===== src/rtl/bcd_acc_pkg.sv =====
package bcd_acc_pkg;
  localparam int DIGIT_W = 4;
  typedef logic [DIGIT_W-1:0] bcd_t;
  localparam bcd_t ERR_DIGIT = 4'hE;
  localparam bcd_t MAX_DIGIT = 4'd9;

  function automatic logic digit_legal(input bcd_t d);
    return d <= MAX_DIGIT;
  endfunction
endpackage


===== src/rtl/bcd_digit_unit.sv =====
module bcd_digit_unit
  import bcd_acc_pkg::*;
(
  input  bcd_t a_i,
  input  bcd_t b_i,
  input  logic cy_i,
  input  logic sub_i,
  output bcd_t s_o,
  output logic cy_o
);
  logic [4:0] raw_add;
  logic [4:0] need;

  always_comb begin
    raw_add = {1'b0, a_i} + {1'b0, b_i} + {4'd0, cy_i};
    need    = {1'b0, b_i} + {4'd0, cy_i};
    if (!sub_i) begin
      if (raw_add > 5'd9) begin
        s_o  = bcd_t'(raw_add - 5'd10);
        cy_o = 1'b1;
      end else begin
        s_o  = raw_add[3:0];
        cy_o = 1'b0;
      end
    end else begin
      if ({1'b0, a_i} < need) begin
        s_o  = bcd_t'({1'b0, a_i} + 5'd10 - need);
        cy_o = 1'b1;
      end else begin
        s_o  = bcd_t'({1'b0, a_i} - need);
        cy_o = 1'b0;
      end
    end
  end
endmodule


===== src/rtl/bcd_chain.sv =====
module bcd_chain
  import bcd_acc_pkg::*;
#(
  parameter int DIGITS = 2
) (
  input  logic [DIGITS*DIGIT_W-1:0] acc_i,
  input  bcd_t                      digit_i,
  input  logic                      sub_i,
  output logic [DIGITS*DIGIT_W-1:0] res_o,
  output logic                      out_of_range_o
);
  logic [DIGITS:0] cy;
  assign cy[0] = 1'b0;

  for (genvar g = 0; g < DIGITS; g++) begin : g_dig
    bcd_t operand;
    if (g == 0) begin : g_low
      assign operand = digit_i;
    end else begin : g_high
      assign operand = '0;
    end
    bcd_digit_unit u_unit (
      .a_i  (acc_i[g*DIGIT_W +: DIGIT_W]),
      .b_i  (operand),
      .cy_i (cy[g]),
      .sub_i(sub_i),
      .s_o  (res_o[g*DIGIT_W +: DIGIT_W]),
      .cy_o (cy[g+1])
    );
  end

  assign out_of_range_o = cy[DIGITS];
endmodule


===== src/rtl/bcd_alarm.sv =====
module bcd_alarm #(
  parameter int TONE_HALF   = 4,
  parameter int TONE_PULSES = 255
) (
  input  logic clk,
  input  logic rst_n,
  input  logic start_i,
  output logic tone_o,
  output logic done_o
);
  localparam int HW = $clog2(TONE_HALF + 1);
  localparam int PW = $clog2(TONE_PULSES + 1);
  localparam logic [HW-1:0] HALF_LAST  = HW'(TONE_HALF - 1);
  localparam logic [PW-1:0] PULSE_LAST = PW'(TONE_PULSES - 1);

  logic          active;
  logic [HW-1:0] div_cnt;
  logic [PW-1:0] pulse_cnt;

  always_ff @(posedge clk or negedge rst_n) begin
    if (!rst_n) begin
      active    <= 1'b0;
      tone_o    <= 1'b0;
      done_o    <= 1'b0;
      div_cnt   <= '0;
      pulse_cnt <= '0;
    end else begin
      done_o <= 1'b0;
      if (start_i) begin
        active    <= 1'b1;
        tone_o    <= 1'b1;
        div_cnt   <= '0;
        pulse_cnt <= '0;
      end else if (active) begin
        if (div_cnt == HALF_LAST) begin
          div_cnt <= '0;
          tone_o  <= ~tone_o;
          if (tone_o) begin
            if (pulse_cnt == PULSE_LAST) begin
              active <= 1'b0;
              done_o <= 1'b1;
            end
            pulse_cnt <= pulse_cnt + 1'b1;
          end
        end else begin
          div_cnt <= div_cnt + 1'b1;
        end
      end
    end
  end
endmodule


===== src/rtl/bcd_running_total.sv =====
module bcd_running_total
  import bcd_acc_pkg::*;
#(
  parameter int DIGITS      = 2,
  parameter int TONE_HALF   = 4,
  parameter int TONE_PULSES = 255
) (
  input  logic                      clk,
  input  logic                      rst_n,
  input  logic                      in_valid,
  output logic                      in_ready,
  input  logic [DIGIT_W-1:0]        in_digit,
  input  logic                      in_sub,
  output logic [DIGITS*DIGIT_W-1:0] total_o,
  output logic                      err_o,
  output logic                      tone_o
);
  localparam int TW = DIGITS * DIGIT_W;

  logic [TW-1:0] sum_q;
  logic [TW-1:0] sum_next;
  logic [TW-1:0] err_code;
  logic          range_hit;
  logic          take;
  logic          apply;
  logic          fault;
  logic          err_q;
  logic          burst_done;

  for (genvar g = 0; g < DIGITS; g++) begin : g_code
    assign err_code[g*DIGIT_W +: DIGIT_W] = ERR_DIGIT;
  end

  bcd_chain #(.DIGITS(DIGITS)) u_chain (
    .acc_i         (sum_q),
    .digit_i       (in_digit),
    .sub_i         (in_sub),
    .res_o         (sum_next),
    .out_of_range_o(range_hit)
  );

  assign in_ready = ~err_q;
  assign take     = in_valid & in_ready;
  assign apply    = take & digit_legal(in_digit);
  assign fault    = apply & range_hit;

  always_ff @(posedge clk or negedge rst_n) begin
    if (!rst_n) begin
      sum_q <= '0;
      err_q <= 1'b0;
    end else begin
      if (fault) begin
        err_q <= 1'b1;
      end
      if (apply && !range_hit) begin
        sum_q <= sum_next;
      end else if (burst_done) begin
        sum_q <= '0;
      end
    end
  end

  bcd_alarm #(.TONE_HALF(TONE_HALF), .TONE_PULSES(TONE_PULSES)) u_alarm (
    .clk    (clk),
    .rst_n  (rst_n),
    .start_i(fault),
    .tone_o (tone_o),
    .done_o (burst_done)
  );

  assign err_o   = err_q;
  assign total_o = err_q ? err_code : sum_q;
endmodule


===== config.mk =====
export PLATFORM = sky130hd
export DESIGN_NAME = bcd_running_total
export DESIGN_NICKNAME = d
export VERILOG_FILES = /design/src/rtl/bcd_acc_pkg.sv /design/src/rtl/bcd_digit_unit.sv /design/src/rtl/bcd_chain.sv /design/src/rtl/bcd_alarm.sv /design/src/rtl/bcd_running_total.sv
export SDC_FILE = /design/constraint.sdc
export NUM_CORES = 1
export LEC_CHECK = 0
export BUFFER_PORTS_ARGS = -buffer_cell sky130_fd_sc_hd__buf_2
export CAP_MARGIN = 20
export CORE_UTILIZATION = 50
export DETAILED_ROUTE_END_ITERATION = 8
export PLACE_DENSITY = 0.66
export SLEW_MARGIN = 25
export SYNTH_ARGS = -nofsm -noshare
export SYNTH_HDL_FRONTEND = slang
export SYNTH_SLANG_ARGS = --single-unit

===== constraint.sdc =====
create_clock -name clk -period 4.8 [get_ports clk]
set_input_delay 0.24 -clock clk [delete_from_list [all_inputs] [get_ports clk]]
set_output_delay 0.24 -clock clk [all_outputs]
set_load 0.02 [all_outputs]

* Word-level counts from Yosys, hierarchy flattened
Cells that the tools add are included.
** Storage, ports and cells
- Bits in registers :: 23
- Output and inout bits :: 11
- Bits of input ports :: 8
** Operators by class
- $lt $le $gt $ge :: 5
- Add/subtract/negate cells :: 12
- Bitwise logic cells :: 5
- Eq/ne operators :: 2
- Reductions and logical operators :: 8
- Multiplexer cells :: 35
** Operator list (count)
- $mux W8 :: 7
- $mux W4 :: 6
- $mux W1 :: 19
- $gt A5 B4 Y1 const B :: 2
- $mux W3 :: 3
- $add A4 B4 Y4 const B :: 2
- $add A8 B1 Y8 const B :: 1
- $eq A8 B8 Y1 const B :: 1
- $reduce_bool A2 Y1 :: 4
- $sub A4 B1 Y4 :: 2
- $sub A4 B4 Y4 :: 2
- $sub A4 B4 Y4 const B :: 2
- $add A4 B1 Y5 :: 1
- $add A4 B4 Y5 :: 1
- $le A4 B4 Y1 const B :: 1
- $lt A4 B1 Y1 :: 1
- $lt A4 B4 Y1 :: 1
- $add A3 B1 Y3 const B :: 1
- $and A1 B1 Y1 :: 3
- $eq A3 B2 Y1 const B :: 1
- $reduce_and A3 Y1 :: 1
- $not A1 Y1 :: 2
- $reduce_and A2 Y1 :: 1
- $logic_and A1 B1 Y1 :: 1
- $logic_not A1 Y1 :: 1

* Logic depth before layout (Yosys ltp)
Gate-level depths: netlist of run 1.
- Word-level depth :: 11
- Depth in mapped cells :: 18

* Hierarchy
Synthesis of run 1 repeated with hierarchy kept, for this count alone.
** Unflattened totals
- Cells, all modules :: 251
- Area total of the unflattened synthesis :: 2361.0 um^2
** Modules (own cells, without submodules)
- bcd_digit_unit :: cells an instance 70, seq. area each 0.0 um^2, times used 2, area each 566.8 um^2
- bcd_alarm :: cells an instance 70, seq. area each 350.3 um^2, times used 1, area each 719.4 um^2
- bcd_running_total :: cells an instance 40, seq. area each 225.2 um^2, times used 1, area each 504.2 um^2
- bcd_chain :: cells an instance 1, seq. area each 0.0 um^2, times used 1, area each 3.8 um^2

* Worst setup path before layout of run 1
OpenSTA, ideal clock, no wires.
- Path kind :: register to register
- Start :: register sum_q[0]
- End :: register sum_q[6]
- Cell stages (with the launch flop) :: 18
- Arrival time :: 3.456 ns
- Period minus slack after synthesis :: 3.576 ns
- Data required time :: 4.680 ns
- Path buffers :: 1
- Path slack :: 1.224 ns
- Cell sequence :: dfrtp_1 ha_1 inv_1 fa_1 nor3b_2 a31oi_1 or3b_4 nand3_1 o21ai_0 ha_1 ha_1 xnor2_2 ha_1 a22oi_4 a31oi_4 buf_6 a211oi_2 a41o_1
** Between the ends
- Longest elaborated chain between the ends :: 11
- Elaborated cells between the ends (all ways) :: 22
** RTL lines
- start, declared :: line bcd_running_total.sv:20 : logic [TW-1:0] sum_q;
- start signal, assigned :: line bcd_running_total.sv:56 : sum_q <= sum_next;
- $add A4 B4 Y5 :: line bcd_digit_unit.sv:15 : raw_add = {1'b0, a_i} + {1'b0, b_i} + {4'd0, cy_i};
- $gt A5 B4 Y1 :: line bcd_digit_unit.sv:18 : if (raw_add > 5'd9) begin
- $mux W1 :: line bcd_digit_unit.sv:18
- $mux W1 (*) :: line bcd_digit_unit.sv:17 : if (!sub_i) begin
- $add A4 B1 Y5 :: line bcd_digit_unit.sv:15
- $gt A5 B4 Y1 :: line bcd_digit_unit.sv:18
- $mux W1 :: line bcd_digit_unit.sv:18
- $mux W1 :: line bcd_digit_unit.sv:17
- $logic_not A1 Y1 :: line bcd_running_total.sv:55 : if (apply && !range_hit) begin
- $logic_and A1 B1 Y1 :: line bcd_running_total.sv:55
- $mux W8 or $reduce_bool A2 Y1 (tied branches)
Mark *: on every way between the ends. The rest lies on a longest branch, timed or not.
A chain may end at the register's enable or synchronous reset.

* Final worst setup path of run 1
- Start :: register sum_q[0]
- End :: register sum_q[0]
** Between the ends
- Longest elaborated chain between the ends :: 11
- Elaborated cells between the ends (all ways) :: 23
** RTL lines (line)
- $add A4 B4 Y5 :: bcd_digit_unit.sv:15
- $gt A5 B4 Y1 :: bcd_digit_unit.sv:18
- $mux W1 :: bcd_digit_unit.sv:18
- $mux W1 :: bcd_digit_unit.sv:17
- $add A4 B1 Y5 :: bcd_digit_unit.sv:15
- $gt A5 B4 Y1 :: bcd_digit_unit.sv:18
- $mux W1 :: bcd_digit_unit.sv:18
- $mux W1 :: bcd_digit_unit.sv:17
- $logic_not A1 Y1 :: bcd_running_total.sv:55
- $logic_and A1 B1 Y1 :: bcd_running_total.sv:55
- $mux W8 or $reduce_bool A2 Y1 (tied branches)
Several ways; a longest one is shown, not always the timed one.

==> summary.md, run 1 <==
| Metric | Value |
|---|---|
| Fmax | `0.250 GHz` |
| Synth warn | `0` |
| Compound-Gate Fraction of Synth Area | `19.3%` |
| Synth Register Bits | `23` |
| Switching Share | `26.0%` |
| Pins Over Slew Limit | `0` |
| RSZ-0062 raised after global routing | `false` |
| # resized after CTS | `0` |
| Worst slew margin | `66.1%` |
| Global-route wire length before repair | `7400 um` |
| Wire per inst | `14.6 um` |
| Initial Util | `53.3%` |
| Status | `finished clean` |
| Area of the multi-input gates | `0.00143 mm2` |
| Worst-Skew Late Latency | `0.26 ns` |
| Top cells by count, synth | `ha_1 (25), inv_1 (25), dfrtp_1 (23), nor2_1 (18), nand2_1 (15)` |
| I/O Buffers | `18` |
| Clk buf depth | `2` |
| FFs w/ async S/R, synth | `100%` |
| Global Route Usage Sum | `21.2%` |
| Mux cell area share after synthesis | `1.84%` |
| Setup CP Type | `flop to flop` |
| Primary FF master, synth | `dfrtp_1` |
| Htree depth | `1` |
| DRT iter0 DRCs | `130` |
| Die Span X | `68.0 um` |
| Final core occ | `57.4%` |
| Final HPWL DP | `3500 um` |
| Clk network pwr share | `31.7%` |
| Core area | `0.00409 mm2` |
| WP data required | `4.96 ns` |
| Via count | `1688` |
| GR Overflow Total | `0` |
| Max Cap Viol | `0` |
| Synth Area in XOR/XNOR | `7.12%` |
| GP Congestion | `0.831` |
| Hold Crit Class | `input pin to flop` |
| Placed inst area | `0.00229 mm2` |
| Simple-Gate Fraction of Synth Area | `19.5%` |
| Diode count | `0` |
| # clock sinks | `23` |
| Initial antenna violation count | `0` |
| EDFF count, synth | `0` |
| Net count, final | `290` |
| Clock Pin Slew Worst Setup and Hold Paths | `0.08 ns` |
| CTS tree | `built` |
| Post-synth top area cell | `dfrtp_1` |
| CTS Root Cell | `clkbuf_8` |
| Post-synthesis cell area | `0.00218 mm2` |
| Final setup viols | `0` |
| Post-synth top area share | `26.4%` |
| CTS buffer count | `3` |
| Vias in the first global route | `1607` |
| Syn Nets | `271` |
| Sequential-to-total area share from yosys stat | `26.4%` |
| Setup Total Neg Slack | `0 ns` |
| Final instance area | `0.00234 mm2` |
| Cell Rows | `23` |
| Combinational share of power | `16.3%` |
| Io pins | `19` |
| Final worst path period share | `83.2%` |
| Area contributors post-synth | `dfrtp_1 (26%), ha_1 (14%), inv_1 (4.3%)` |
| Final Hold Fails | `0` |
| Flip-flop and latch area | `576 um2` |
| Post-synthesis cell type count | `60` |
| Final min period | `4.00 ns` |
| P_int | `276 uW` |
| Syn avg cell area | `9.31 um2` |
| Power per cell area | `159 mW/mm2` |
| Sequential share of power | `52.0%` |
| Crit path launch type | `flop` |
| Drt drc | `0` |
| Net switching power | `96.7 uW` |
| Crit path DAT | `4.16 ns` |
| Vias per cell | `5.59` |
| Main combinational cell family by area after synthesis | `simple AND/OR/NAND/NOR gates` |
| Final WL | `4400 um` |
| Die area | `0.00462 mm2` |
| Fillers | `378` |
| Drt first pass iters | `4` |
| Slew @ Worst Pin | `0.508 ns` |
| Post-Syn Instances | `234` |
| Peak VDD IR | `0.200 mV` |
| Pin count of the biggest net entering global routing | `24` |
| Antenna-violating nets left | `0` |
| Total power draw | `372 uW` |
| Layout cells sized above 1 | `16.7%` |
| Synth Area in Adders | `18.0%` |
| Clock skew | `0.00182 ns` |
| Post-CTS Setup Bufs | `0` |
| Crit. End Element | `flop` |
| CP Max Fanout | `12` |
| Die Y | `68.0 um` |
| P&R area growth vs syn | `7.64%` |
| Leak | `1.06 nW` |
## state kept, by name, indices dropped and copies added, names as in the netlist
| register | cells |
|---|---|
| sum_q | 8 |
| u_alarm.done_o | 1 |
| u_alarm.tone_o | 1 |
| u_alarm.div_cnt | 3 |
| u_alarm.pulse_cnt | 8 |
| err_o | 1 |
| u_alarm.active | 1 |
## critical path, stage by stage, from the launching register on
cell	delay (ns)
dfrtp_1	0.35
ha_1	0.18
inv_1	0.06
fa_1	0.44
nor3b_2	0.18
a31oi_1	0.06
or3b_4	0.41
nand3_1	0.08
o21ai_0	0.16
ha_1	0.25
ha_1	0.26
xnor2_2	0.28
ha_1	0.20
nand2b_1	0.08
a22oi_4	0.18
a31oi_4	0.12
buf_4	0.21
and2_4	0.19
o31ai_1	0.21
## cells in the final DEF (no fill, tap or decap), types with 2 or more instances in the layout
cell,n
inv_1,25
ha_1,25
dfrtp_1,23
nor2_1,18
buf_2,18
nand2_1,15
o21ai_0,10
xnor2_1,8
a21oi_1,7
nand3_1,7
xor2_1,6
o31ai_1,5
a31oi_1,5
nand2b_1,4
nor2b_1,4
mux2i_1,4
fa_1,4
nand4_1,3
and3_1,3
a211o_1,3
a211oi_2,3
nand3b_1,3
clkbuf_8,3
buf_4,3
clkinv_1,2
xnor2_2,2
nor4_1,2
o22ai_1,2
a211oi_1,2
o211ai_1,2
## power groups by stage
stage | clock network (mW) | registers (mW) | logic, mW
global placement | 0 | 0.197 | 0.0596
detailed placement | 0 | 0.197 | 0.0597
floorplan | 0 | 0.197 | 0.0434
finish | 0.118 | 0.194 | 0.0608
CTS | 0.124 | 0.194 | 0.0607
global route | 0.129 | 0.194 | 0.0676
## path summary, 6_finish.rpt
| check | startpoint | to | slack [ns] | depth (start not counted) |
|---|---|---|---|---|
| worst max-delay path | sum_q[0]$_DFFE_PN0P_ | sum_q[0]$_DFFE_PN0P_ | 0.80 | 18 |
| max in group asynchronous | rst_n | sum_q[6]$_DFFE_PN0P_ | 3.98 | 2 |
| worst max register to register | sum_q[0]$_DFFE_PN0P_ | sum_q[0]$_DFFE_PN0P_ | 0.80 | 18 |
| min in group asynchronous | rst_n | u_alarm.pulse_cnt[3]$_DFFE_PN0P_ | 0.48 | 2 |
| worst min register to register | u_alarm.div_cnt[2]$_DFFE_PN0P_ | u_alarm.div_cnt[2]$_DFFE_PN0P_ | 0.53 | 2 |
| worst min-delay path | in_digit[0] | sum_q[0]$_DFFE_PN0P_ | 0.39 | 4 |
## kinds of logic after synthesis
kind of cell / Yosys count
xor gates and xnor gates: 16
buffers and inverters: 35
and+or+nand+nor: 74
muxes: 4
AOI/OAI and AO/OA: 53
adders and majority gates: 29
DFF: 23
## per-layer routing
layer,wire length (um),track usage (%),share of wire [%]
met4,17,3.39,0.39
met5,0,0,0
met3,140,3.00,3.2
met1,2220,30.9,50
met2,2020,33.6,46
## area by class of cell
type                       count  area share, %
inverter                      27           4.32
sequential                    23           24.5
clock inverter                 1          0.320
clock buffer                   3           1.76
tap                           50           2.67
multi-input combinational    176           61.2
timing repair buffer          22           5.23
## repair_timing
item                                    in CTS  in global routing
endpoints found under the hold margin       23                  0
hold buffers                                 1                  0
endpoints found under the setup margin       0                  0
## stage by stage
stage	worst slack [ns]	hold slack [ns]	instances
3_3_place_gp	0.839	0.241	297
3_5_place_dp	0.819	0.236	297
6_report	0.805	0.395	302
5_1_grt	0.496	0.407	302
4_1_cts	0.780	0.390	302
2_1_floorplan	1.22	-0.0556	234
Power figures use the tool's default switching activity.
==> run 2, diff against run 1 <==
Clock period 4.8 ns to 3.7 ns, I/O delays scaled along.
==> run 2 against run 1 <==
  * Global-route usage rose by 1.4 points
  * Utilization increased by 3.5 points
  * Wire length grew 3.9%
  * Die area unchanged
  * Critical path depth stayed put
  * Worst hold slack got worse by 0.12 ns
  * Sequential power rose by 29%
  * Total power increased by 33%
  * Largest cell class unchanged
==> summary.md, run 2 (synthesized netlist as in run 1, its figures left out) <==
| Metric | Value |
|---|---|
| Clk network pwr share | `31.9%` |
| GP Congestion | `0.817` |
| Crit. End Element | `flop` |
| Final HPWL DP | `3510 um` |
| Post-Place Setup Slack | `0.0102 ns` |
| Power per cell area | `199 mW/mm2` |
| Fmax | `0.281 GHz` |
| Peak VDD IR | `0.154 mV` |
| Status | `finished clean` |
| Worst path slowest cell | `fa_1` |
| P_int | `364 uW` |
| Diode count | `0` |
| Crit path DAT | `3.75 ns` |
| P&R area growth vs syn | `14.2%` |
| Drt first pass iters | `4` |
| Area of the multi-input gates | `0.00149 mm2` |
| Leak | `1.12 nW` |
| Net switching power | `130 uW` |
| Antenna-violating nets left | `0` |
| Worst slew margin | `65.1%` |
| Max Cap Viol | `0` |
| Global-route wire length before repair | `7570 um` |
| Io pins | `19` |
| Hold Crit Class | `input pin to flop` |
| Vias per cell | `5.44` |
| I/O Buffers | `18` |
| CP Max Fanout | `4` |
| Sequential share of power | `50.8%` |
| Global Route Usage Sum | `22.6%` |
| DRT iter0 DRCs | `93` |
| Slew @ Worst Pin | `0.524 ns` |
| Initial antenna violation count | `0` |
| Die area | `0.00462 mm2` |
| Pins Over Slew Limit | `0` |
| GR Overflow Total | `0` |
| Wire per inst | `14.6 um` |
| Vias in the first global route | `1610` |
| Final instance area | `0.00249 mm2` |
| Final Non-Filler Cells | `314` |
| CTS Root Cell | `clkbuf_8` |
| Setup Total Neg Slack | `0 ns` |
| Switching Share | `26.4%` |
| Clock skew | `0.00212 ns` |
| Layout cells sized above 1 | `23.1%` |
| CTS tree | `built` |
| Total power draw | `495 uW` |
| Worst-Skew Late Latency | `0.27 ns` |
| Final WL | `4570 um` |
| Crit-path max cell delay | `0.39 ns` |
| Largest registers | `sum_q (8), u_alarm.pulse_cnt (8), u_alarm.div_cnt (3)` |
| CTS buffer count | `3` |
| Final core occ | `60.9%` |
| Net count, final | `302` |
| Hold slack | `0.273 ns` |
| Final Hold Fails | `0` |
| # clock sinks | `23` |
| Die Y | `68.0 um` |
| Commonest cells after routing, fill and taps aside | `inv_1 (25), dfrtp_1 (23), ha_1 (19), nor2_1 (18), buf_2 (18)` |
| Flip-flop and latch area | `576 um2` |
| Combinational share of power | `17.3%` |
| Die Span X | `68.0 um` |
| Fillers | `354` |
| Drt drc | `0` |
| Initial Util | `53.3%` |
| Cell Rows | `23` |
| Htree depth | `1` |
| Final worst path period share | `96.2%` |
| Final setup viols | `0` |
| Crit path launch type | `flop` |
| Post-Place Cells | `307` |
| WP data required | `3.89 ns` |
| Via count | `1707` |
| Top cell by count, worst path | `ha_2` |
| Clk buf depth | `2` |
| Worst path cell trace | `ha_2, inv_1, fa_1, nor3b_2, a31oi_1, or3b_4, nand3_1, o21ai_1, ha_2, ha_4, xnor2_4, ha_2, nand2b_1, a22oi_4, a31oi_4, buf_4, a211o_1, o221ai_1` |
| Core area | `0.00409 mm2` |
| Final min period | `3.56 ns` |
| Pin count of the biggest net entering global routing | `24` |
| Setup CP Type | `flop to flop` |
| Clock Pin Slew Worst Setup and Hold Paths | `0.08 ns` |
| Final worst slack | `0.140 ns` |
| Most common cell after layout, fill and taps aside | `inv_1` |
| Placed inst area | `0.00236 mm2` |
-- run 2: cell count changes in the layout (fill, tap and decap cells not counted), moves of 2 or more --
cell | before | now
ha_1 | 25 | 19
buf_4 | 3 | 15
ha_4 | 0 | 2
ha_2 | 0 | 4
-- run 2: worst paths after layout --
| kind | from | end | slack, ns | depth (start not counted) |
|---|---|---|---|---|
| worst max-delay path | sum_q[0]$_DFFE_PN0P_ | sum_q[5]$_DFFE_PN0P_ | 0.14 | 18 |
| worst min-delay path | in_valid | err_o$_DFFE_PN0N_ | 0.27 | 3 |
| worst max register to register | sum_q[0]$_DFFE_PN0P_ | sum_q[5]$_DFFE_PN0P_ | 0.14 | 18 |
| worst min register to register | u_alarm.div_cnt[2]$_DFFE_PN0P_ | u_alarm.div_cnt[2]$_DFFE_PN0P_ | 0.52 | 2 |
| max in group asynchronous | rst_n | sum_q[0]$_DFFE_PN0P_ | 2.93 | 2 |
| min in group asynchronous | rst_n | u_alarm.pulse_cnt[3]$_DFFE_PN0P_ | 0.42 | 2 |
-- run 2: timing repair --
item | 4_1_cts | 5_1_grt
setup endpoints to repair | 2 | 21
endpoints found under the hold margin | 23 | 0
resized for setup | 0 | 12
setup buffers | 1 | 1
hold buffers | 1 | 0
pin swaps | 1 | 3
-- run 2: cell type report --
class	instances	area share [%]
Multi-Input combinational cell	176	59.9
Sequential cell	23	23.1
Timing Repair Buffer	34	8.55
Inverter	27	4.07
Tap cell	50	2.52
Clock buffer	4	1.81
-- run 2: power groups by stage --
stage / clock network (mW) / registers, mW / logic, mW
after detailed placement: 0 / 0.256 / 0.0829
after floorplan: 0 / 0.256 / 0.0563
after CTS: 0.166 / 0.251 / 0.0843
after global routing: 0.172 / 0.251 / 0.0950
after global placement: 0 / 0.256 / 0.0826
final: 0.158 / 0.251 / 0.0856
-- run 2: worst max-delay path: cells and delay by family (launching register included) --
kind / cells / cell delay [ns]
AO/OA/AOI/OAI: 6 / 0.84
XOR/XNOR: 1 / 0.16
adder cells (fa/ha/maj): 5 / 1.16
buffers and inverters: 2 / 0.22
flip-flops: 1 / 0.36
AND/OR/NAND/NOR: 4 / 0.72
-- run 2: routing by layer --
metal / track usage [%] / part of all wire [%]
met1: 32.9 / 51
met2: 34.9 / 44
met3: 1.83 / 3.5
met4: 7.81 / 1.3
met5: 0 / 0
==> run 3, diff against run 2 <==
Settings changed: CELL_PAD_IN_SITES_DETAIL_PLACEMENT set to 0, CELL_PAD_IN_SITES_GLOBAL_PLACEMENT set to 1, CORE_UTILIZATION 50 to 47, PLACE_DENSITY 0.66 to 0.78.
==> run 3 against run 2 <==
  * Clock-buffer cell count stayed put
  * Die area rose by 6.2%
  * Setup slack gained 0.033 ns
  * Maximum frequency up 0.95%
  * First-iteration DRC count up 14%
  * Critical endpoint unchanged
  * Utilization shrank 3.8 points
  * Combinational power grew 2.6%
  * Clock power about the same
  * Critical path depth unchanged
  * Via count increased by 0.35%
==> summary.md, run 3 (synthesized netlist as in run 1, its figures left out) <==
| Metric | Value |
|---|---|
| Die Span X | `70.1 um` |
| Vias per cell | `5.40` |
| Final instance area | `0.00252 mm2` |
| Antenna-violating nets left | `0` |
| Commonest cells after routing, fill and taps aside | `inv_1 (25), dfrtp_1 (23), nor2_1 (18), ha_1 (18), buf_2 (18)` |
| Clk buf depth | `2` |
| Vias in the first global route | `1707` |
| # clock sinks | `23` |
| Most common cell after layout, fill and taps aside | `inv_1` |
| Initial Util | `49.3%` |
| Net count, final | `303` |
| WP data required | `3.88 ns` |
| Initial antenna violation count | `0` |
| Crit path launch type | `flop` |
| Largest registers | `sum_q (8), u_alarm.pulse_cnt (8), u_alarm.div_cnt (3)` |
| Pin count of the biggest net entering global routing | `24` |
| Layout cells sized above 1 | `24.9%` |
| Leak | `1.12 nW` |
| Post-Place Cells | `309` |
| Die Y | `70.1 um` |
| CTS tree | `built` |
| Diode count | `0` |
| Clock skew | `0.00329 ns` |
| Io pins | `19` |
| Global Route Usage Sum | `20.9%` |
| Worst-Skew Late Latency | `0.26 ns` |
| Final Hold Fails | `0` |
| R2r startpoint | `sum_q[0]$_DFFE_PN0P_` |
| P&R area growth vs syn | `15.7%` |
| Final setup viols | `0` |
| Drt first pass iters | `4` |
| Hold slack | `0.290 ns` |
| Setup CP Type | `flop to flop` |
| DRT iter0 DRCs | `106` |
| Via count | `1713` |
| Htree depth | `1` |
| Drt drc | `0` |
| Final worst path period share | `95.3%` |
| CTS Root Cell | `clkbuf_8` |
| Clock Pin Slew Worst Setup and Hold Paths | `0.08 ns` |
| CTS buffer count | `3` |
| Fillers | `397` |
| Die area | `0.00491 mm2` |
| Min-delay src | `in_valid` |
| Status | `finished clean` |
| Final HPWL DP | `3710 um` |
| Crit path DAT | `3.71 ns` |
| GP Congestion | `0.789` |
| Final min period | `3.53 ns` |
| I/O Buffers | `18` |
| Power per cell area | `196 mW/mm2` |
| GR Overflow Total | `0` |
| Pins Over Slew Limit | `0` |
| Global-route wire length before repair | `8110 um` |
| Wire per inst | `14.6 um` |
| Cell Rows | `24` |
| Total power draw | `494 uW` |
| Hold Crit Class | `input pin to flop` |
| Crit path from | `sum_q[0]$_DFFE_PN0P_` |
| Slew @ Worst Pin | `0.503 ns` |
| CP Max Fanout | `7` |
| Worst slew margin | `66.5%` |
| Core area | `0.00441 mm2` |
| Fmax | `0.284 GHz` |
| Crit. End Element | `flop` |
| Placed inst area | `0.00236 mm2` |
| Final Non-Filler Cells | `317` |
| Final WL | `4620 um` |
| Peak VDD IR | `0.146 mV` |
| Max Cap Viol | `0` |
-- run 3: area by class of cell --
cell class                      count  area, um2  area share (%)
Timing Repair Buffer               35        228            9.04
Inverter                           27        101            4.02
Multi-Input combinational cell    176       1510            59.7
Tap cell                           52       65.1            2.58
Clock buffer                        4       45.0            1.79
Sequential cell                    23        576            22.8
-- run 3: worst paths after layout --
kind,endpoint,depth (start not counted),slack (ns)
worst min-delay path,err_o$_DFFE_PN0N_,3,0.29
worst max-delay path,sum_q[5]$_DFFE_PN0P_,18,0.17
worst max register to register,sum_q[5]$_DFFE_PN0P_,18,0.17
max in group asynchronous,u_alarm.pulse_cnt[4]$_DFFE_PN0P_,2,2.94
worst min register to register,u_alarm.div_cnt[2]$_DFFE_PN0P_,2,0.52
min in group asynchronous,u_alarm.div_cnt[0]$_DFFE_PN0P_,2,0.42
-- run 3: power breakdown --
group          switching (mW)  internal, mW
combinational          0.0491        0.0387
sequential                  0         0.251
clock                  0.0782        0.0768
-- run 3: per-layer routing --
layer | up-vias | track usage [%] | share of wire, %
li1 | 885 | - | -
met4 | 0 | 4.00 | 0.58
met1 | 796 | 31.1 | 52
met5 | - | 0 | 0
met2 | 28 | 32.2 | 44
met3 | 4 | 3.46 | 3.4
-- run 3: critical path: stages (launching register included) --
cell,delay (ns)
dfrtp_1,0.36
ha_2,0.18
inv_1,0.05
fa_2,0.34
nor3b_2,0.18
a31oi_1,0.06
or3b_4,0.40
nand3_2,0.08
o21ai_2,0.07
ha_2,0.21
ha_4,0.17
xnor2_2,0.19
ha_2,0.24
nand2b_4,0.06
a22oi_4,0.19
a31oi_4,0.16
buf_6,0.16
a211o_1,0.28
o221ai_1,0.06
-- run 3: what timing repair did --
item                                    in CTS  in global routing
hold buffers                                 1                  0
endpoints found under the setup margin       4                 23
setup buffers                                1                  2
pin swaps                                    1                  5
hold endpoints to repair                    23                  0
resized for setup                            1                 17
-- run 3: through the flow --
stage	setup WS, ns	util, %	setup TNS (ns)
finish	0.173	57.1	0
global route	-0.0196	57.1	-0.0196
CTS	0.00644	55.0	0
detailed placement	-0.0502	53.5	-0.104
global placement	0.0415	53.5	0
floorplan	0.124	-	0
